===== config.mk =====
export PLATFORM = sky130hd
export DESIGN_NAME = soft_mute_unit
export DESIGN_NICKNAME = d
export VERILOG_FILES = /design/src/rtl/smr_pkg.sv /design/src/rtl/gain_ramp.sv /design/src/rtl/zero_watch.sv /design/src/rtl/sample_scale.sv /design/src/rtl/soft_mute_unit.sv
export SDC_FILE = /design/constraint.sdc
export NUM_CORES = 2
export LEC_CHECK = 0
export CORE_MARGIN = 5
export CORE_UTILIZATION = 25
export DETAILED_ROUTE_END_ITERATION = 10
export HOLD_SLACK_MARGIN = 0.08
export RECOVER_POWER = 100
export REMOVE_ABC_BUFFERS = 1
export SLEW_MARGIN = 5
export SYNTH_ARGS = -nofsm -noshare
export SYNTH_HDL_FRONTEND = slang
export SYNTH_SLANG_ARGS = --single-unit

===== constraint.sdc =====
create_clock -name clk -period 11.2 [get_ports clk]
set_input_delay 1.12 -clock clk [delete_from_list [all_inputs] [get_ports clk]]
set_output_delay 1.12 -clock clk [all_outputs]
set_load 0.005 [all_outputs]

===== src/rtl/smr_pkg.sv =====
package smr_pkg;
  typedef enum logic [1:0] {
    RAMP_HOLD = 2'd0,
    RAMP_DOWN = 2'd1,
    RAMP_UP   = 2'd2
  } ramp_dir_t;
endpackage


===== src/rtl/gain_ramp.sv =====
module gain_ramp
  import smr_pkg::*;
#(
  parameter int STEPS = 104,
  parameter int GW    = 24,
  parameter int COEF  = 7476355,
  localparam int IW   = $clog2(STEPS + 1)
) (
  input  logic          clk,
  input  logic          rst_n,
  input  logic          step_en,
  input  logic          go_down,
  output logic [IW-1:0] idx,
  output logic [GW-1:0] gain,
  output logic          at_floor
);
  // gain for step k: repeated multiply by the step coefficient, zero at the end
  function automatic logic [GW-1:0] gain_at(input int k);
    longint g;
    g = longint'(1) << (GW - 1);
    for (int i = 0; i < STEPS; i++)
      if (i < k) g = (g * longint'(COEF) + (longint'(1) << (GW - 2))) >>> (GW - 1);
    if (k >= STEPS) g = 0;
    return GW'(g);
  endfunction

  logic [GW-1:0] gtab [STEPS+1];
  for (genvar s = 0; s <= STEPS; s++) begin : g_tab
    assign gtab[s] = gain_at(s);
  end

  ramp_dir_t dir;
  always_comb begin
    if (!step_en)     dir = RAMP_HOLD;
    else if (go_down) dir = RAMP_DOWN;
    else              dir = RAMP_UP;
  end

  always_ff @(posedge clk) begin
    if (!rst_n) idx <= '0;
    else begin
      case (dir)
        RAMP_DOWN: if (idx != IW'(STEPS)) idx <= idx + 1'b1;
        RAMP_UP:   if (idx != '0)         idx <= idx - 1'b1;
        default:   idx <= idx;
      endcase
    end
  end

  assign gain     = gtab[idx];
  assign at_floor = (idx == IW'(STEPS));


  step_down_chk: assert property (@(posedge clk) disable iff (!rst_n)
    step_en && go_down && !at_floor |=> idx == $past(idx) + 1'b1);

  step_up_chk: assert property (@(posedge clk) disable iff (!rst_n)
    step_en && !go_down && idx != '0 |=> idx == $past(idx) - 1'b1);

  floor_hold_chk: assert property (@(posedge clk) disable iff (!rst_n)
    step_en && go_down && at_floor |=> at_floor);

  idle_hold_chk: assert property (@(posedge clk) disable iff (!rst_n)
    !step_en |=> $stable(idx));
endmodule


===== src/rtl/zero_watch.sv =====
module zero_watch #(
  parameter int ZFRAMES = 1024,
  localparam int CW     = $clog2(ZFRAMES + 1)
) (
  input  logic clk,
  input  logic rst_n,
  input  logic step_en,
  input  logic is_zero,
  output logic zero_hit
);
  logic [CW-1:0] cnt;

  always_ff @(posedge clk) begin
    if (!rst_n) cnt <= '0;
    else if (step_en) begin
      if (!is_zero)                     cnt <= '0;
      else if (cnt != CW'(ZFRAMES))     cnt <= cnt + 1'b1;
    end
  end

  assign zero_hit = (cnt == CW'(ZFRAMES));


  zero_clear_chk: assert property (@(posedge clk) disable iff (!rst_n)
    step_en && !is_zero |=> !zero_hit);

  zero_rise_chk: assert property (@(posedge clk) disable iff (!rst_n)
    $rose(zero_hit) |-> $past(step_en && is_zero));
endmodule


===== src/rtl/sample_scale.sv =====
module sample_scale #(
  parameter int DW = 24,
  parameter int GW = 24
) (
  input  logic                 clk,
  input  logic                 rst_n,
  input  logic                 en,
  input  logic signed [DW-1:0] din,
  input  logic        [GW-1:0] gain,
  output logic signed [DW-1:0] dout
);
  localparam int PW = DW + GW + 1;
  localparam logic signed [PW-1:0] HALF = PW'(1) << (GW - 2);
  localparam logic signed [PW-1:0] MAXV = PW'({1'b0, {(DW-1){1'b1}}});
  localparam logic signed [PW-1:0] MINV = -MAXV - PW'(1);

  // multiply, round half up, clamp to the sample range
  function automatic logic signed [DW-1:0] scale_round(
      input logic signed [DW-1:0] s, input logic [GW-1:0] g);
    logic signed [PW-1:0] p;
    logic signed [PW-1:0] r;
    p = $signed({{(GW+1){s[DW-1]}}, s}) * $signed({{(DW+1){1'b0}}, g});
    r = (p + HALF) >>> (GW - 1);
    if (r > MAXV)      r = MAXV;
    else if (r < MINV) r = MINV;
    return r[DW-1:0];
  endfunction

  always_ff @(posedge clk) begin
    if (!rst_n)  dout <= '0;
    else if (en) dout <= scale_round(din, gain);
  end


  unity_pass_chk: assert property (@(posedge clk) disable iff (!rst_n)
    en && gain == (GW'(1) << (GW - 1)) |=> dout == $past(din));

  dout_idle_chk: assert property (@(posedge clk) disable iff (!rst_n)
    !en |=> $stable(dout));
endmodule


===== src/rtl/soft_mute_unit.sv =====
module soft_mute_unit #(
  parameter int DW      = 24,
  parameter int GW      = 24,
  parameter int STEPS   = 104,
  parameter int ZFRAMES = 1024,
  parameter int COEF    = 7476355
) (
  input  logic                 clk,
  input  logic                 rst_n,
  input  logic                 in_vld,
  input  logic signed [DW-1:0] in_left,
  input  logic signed [DW-1:0] in_right,
  input  logic                 play_en,
  input  logic                 clk_fault,
  input  logic                 uv_req,
  output logic                 out_vld,
  output logic signed [DW-1:0] out_left,
  output logic signed [DW-1:0] out_right,
  output logic                 mute_done,
  output logic                 amute
);
  localparam int NCH = 2;
  localparam int IW  = $clog2(STEPS + 1);

  logic signed [DW-1:0] live [NCH];
  logic signed [DW-1:0] held [NCH];
  logic signed [DW-1:0] src  [NCH];
  logic signed [DW-1:0] scl  [NCH];
  logic [GW-1:0]        gain;
  logic [IW-1:0]        step_idx;
  logic                 go_down;
  logic                 at_floor;
  logic                 zero_hit;
  logic                 both_zero;

  assign live[0]   = in_left;
  assign live[1]   = in_right;
  assign go_down   = clk_fault | ~play_en;
  assign both_zero = (in_left == '0) && (in_right == '0);

  for (genvar c = 0; c < NCH; c++) begin : g_ch
    always_ff @(posedge clk) begin
      if (!rst_n)                     held[c] <= '0;
      else if (in_vld && !clk_fault)  held[c] <= live[c];
    end
    assign src[c] = clk_fault ? held[c] : live[c];

    sample_scale #(.DW(DW), .GW(GW)) u_scale (
      .clk(clk), .rst_n(rst_n), .en(in_vld),
      .din(src[c]), .gain(gain), .dout(scl[c])
    );
  end

  gain_ramp #(.STEPS(STEPS), .GW(GW), .COEF(COEF)) u_ramp (
    .clk(clk), .rst_n(rst_n), .step_en(in_vld), .go_down(go_down),
    .idx(step_idx), .gain(gain), .at_floor(at_floor)
  );

  zero_watch #(.ZFRAMES(ZFRAMES)) u_zero (
    .clk(clk), .rst_n(rst_n), .step_en(in_vld),
    .is_zero(both_zero), .zero_hit(zero_hit)
  );

  always_ff @(posedge clk) begin
    if (!rst_n) out_vld <= 1'b0;
    else        out_vld <= in_vld;
  end

  assign out_left  = scl[0];
  assign out_right = scl[1];
  assign mute_done = at_floor;
  assign amute     = uv_req | zero_hit | (clk_fault & at_floor);


  uv_amute_chk: assert property (@(posedge clk) disable iff (!rst_n)
    uv_req |-> amute);

  fault_order_chk: assert property (@(posedge clk) disable iff (!rst_n)
    clk_fault && !at_floor && !uv_req && !zero_hit |-> !amute);

  floor_zero_out_chk: assert property (@(posedge clk) disable iff (!rst_n)
    in_vld && at_floor |=> out_left == '0 && out_right == '0);

  vld_follow_chk: assert property (@(posedge clk) disable iff (!rst_n)
    in_vld |=> out_vld);
endmodule


==> flow_summary.toml <==
[synth]
yosys_warnings = 0
synth_edf_count = 48
ys_async_sr_fraction_pct = 0
ys_ff_latch = 115
synth.avg_cell_area_um2 = 8.42
netlist_area_um2 = 45400
synth_cell_type_count = 99
synth_top_cell_by_area = "fa_1"
synth_top_area_share_pct = 42.5
yosys-top-cells-area = "fa_1 43%, ha_1 11%, inv_1 9.4%, nand2_1 6.4%, nor2_1 5.2%"
yosysSeqAreaShare_pct = 6.12
synth-main-ff-cell = "dfxtp_1"
synthCells = 5399

[die]
core_um2 = 181000
dieArea_um2 = 190000
rows = 156
ios = 105
chipHeight_um = 436
start_util_pct = 25.1
die_w_um = 436

[worst_setup_path]
critPathKind = "reg -> reg"
start_kind = "flip-flop"
cpMaxStageDelayCell = "and2_0"
rrSetupSlack_ns = 0.54
slowest_delay_ns = 1.14
cp_max_fo = 23
crit_path_end_kind = "flip-flop"
cp.arrival_ns = 11.05
cp.required_ns = 11.59

[detailed_routing]
drtIter0Drc = 3181
wl_per_cell_um = 21.1
vias = 37600
antenna_left = 0
wl_mm = 164
vias_per_cell = 4.85
firstDrtPassIters = 6
drc = 0

[clock_tree]
htree_levels = 4
clk_pin_slew_ns = 0.07
cts_resized = 0
cts_hold_buffers = 0
postCtsSetupRepairBufs = 0
numClockSinks = 115
cts_tree = "done"
cts_buffers = 17
clock_latency_ns = 0.54
clk_path_buf_depth = 2
root_buffer = "clkbuf_16"

[placement]
dp.cells = 7722
place.gp.congestion = 0.961
place_ws_ns = 0.972
post-dp-hpwl_mm = 132
portBuffers = 104

[sta]
fin_setup_tns_ns = 0
period_share_pct = 95.1
fmax_mhz = 93.8
rsz0062_at_grt = "false"
tightest_slew_ns = 2.89
period_minus_slack_ns = 10.66
finalSetupViolations = 0
finalHoldViolations = 0
setup_slack_ns = 0.544
fin_skew_ns = 0.0299
slew_violations = 156
slew_headroom_pct = -92.6

[global_route]
antenna_found_initial = 12
grt_max_degree = 98
first_global_vias = 40500
grt_overflow = 0
grt_pass1_wl_mm = 251
grt_util_all_layers_pct = 17.3

[flow_run]
max_cap_violations = 4

[layout]
final-instance-count-excl-fill = 7759
syn_to_final_growth_pct = 10.6
fin_nets = 6805
drive_gt1_share_pct = 5.48

[worst_hold_path]
hp-class = "reg -> reg"

[outcome]
violations = "max-capacitance violations, max-slew violations"
status = "complete, but fails checks"
[path summary, 6_finish.rpt]
check / start / end / cells after the start
max: u_ramp.idx[1] / g_ch[1].u_scale.dout[17] / 34
min: u_zero.cnt[9] / u_zero.cnt[9] / 2
max reg2reg: u_ramp.idx[1] / g_ch[1].u_scale.dout[17] / 34
min reg2reg: u_zero.cnt[9] / u_zero.cnt[9] / 2
[cells in the final DEF (no fill, tap or decap), types with 14 or more instances in the layout]
master / n
and2_1: 43
o211ai_1: 18
clkdlybuf4s50_1: 50
nand2b_1: 31
ha_1: 415
mux2i_1: 41
o21a_1: 14
nor3_1: 20
a21oi_1: 169
nand2_1: 773
and3_1: 55
nand3_1: 51
buf_4: 142
inv_1: 1136
nor2_1: 622
nor2b_1: 22
fa_1: 965
nor4_1: 19
dlygate4sd3_1: 51
dfxtp_1: 64
o21ai_0: 140
edfxtp_1: 48
clkbuf_16: 17
xor2_1: 28
xnor2_1: 46
o21bai_1: 22
a21o_1: 70
nand4_1: 30
mux2_2: 41
a31oi_1: 18
[cell usage after synthesis, drive strengths merged, types with 4 or more instances]
library cell,count
mux2i,52
o211ai,18
o21a,14
and2,45
nand2b,32
a21o,70
or4,4
o21bai,22
nand3,51
a32oi,5
a21boi,9
edfxtp,48
o21ai,146
buf,41
nand4,30
o31a,6
nor4b,4
ha,415
a21oi,174
xnor2,46
nand2,775
dfxtp,67
a211o,4
nor3,24
a211oi,13
o311ai,8
nor2,626
clkbuf,258
nand3b,4
and3,55
nor4,22
nor2b,22
mux2,43
a31oi,22
xor2,28
inv,1137
o31ai,11
a311oi,7
fa,965
or3,6
a221oi,8
o22ai,5
or2,7
[per-stage QoR]
step	util, %	area [um2]	hold WS (ns)
final	27.8	50300	0.508
after global routing	27.8	50300	0.550
after CTS	27.8	50300	0.510
after detailed placement	27.5	49700	0.500
after global placement	27.5	49700	0.486
after floorplan	-	44300	0.471
[flip-flops by register name, summed over array words and instances, names as in the netlist]
name and cells:
g_ch.u_scale.dout 48, held 48, u_zero.cnt 11, u_ramp.idx 7
out_vld 1
[per-layer routing]
| layer | GRT usage (%) | up-vias | share of wire [%] |
|---|---|---|---|
| met5 | 0 | - | 0 |
| met4 | 9.46 | 0 | 6.5 |
| met2 | 28.2 | 1792 | 46 |
| met3 | 3.86 | 431 | 8.7 |
| li1 | - | 16400 | - |
| met1 | 21.2 | 19000 | 39 |
[cell families (layout without fill, tap and decap cells)]
| logic type | Yosys count | after routing | synth area share, % |
|---|---|---|---|
| compound gates | 577 | 577 | 8.22 |
| mux | 97 | 97 | 2.31 |
| buf+inv | 1436 | 1421 | 12.0 |
| other cells | 0 | 5 | 0 |
| simple gates | 1720 | 1720 | 16.0 |
| fa+ha+maj | 1380 | 1380 | 53.9 |
| flops | 115 | 115 | 6.12 |
| xor+xnor | 74 | 74 | 1.43 |
[worst max-delay path: cells and delay by family, from the launching register on]
kind                     cells  cell delay [ns]
AND/OR/NAND/NOR             11             3.00
adder cells (fa/ha/maj)      9             4.73
buffers and inverters        9             1.13
flip-flops                   1             0.59
AO/OA/AOI/OAI                5             0.99
[cell type report]
type                       instances  area, um2
clock buffer                      18        429
timing repair buffer             252       2180
tap                             2370       2970
clock inverter                    14        201
antenna                            5       12.5
fill                           19400     130000
sequential                       115       2790
multi-input combinational       3848      37400
inverter                        1137       4270
Power is left out: the tool's default activity adds up to more than one toggle a clock period on the data nets, which glitch-free logic cannot reach.
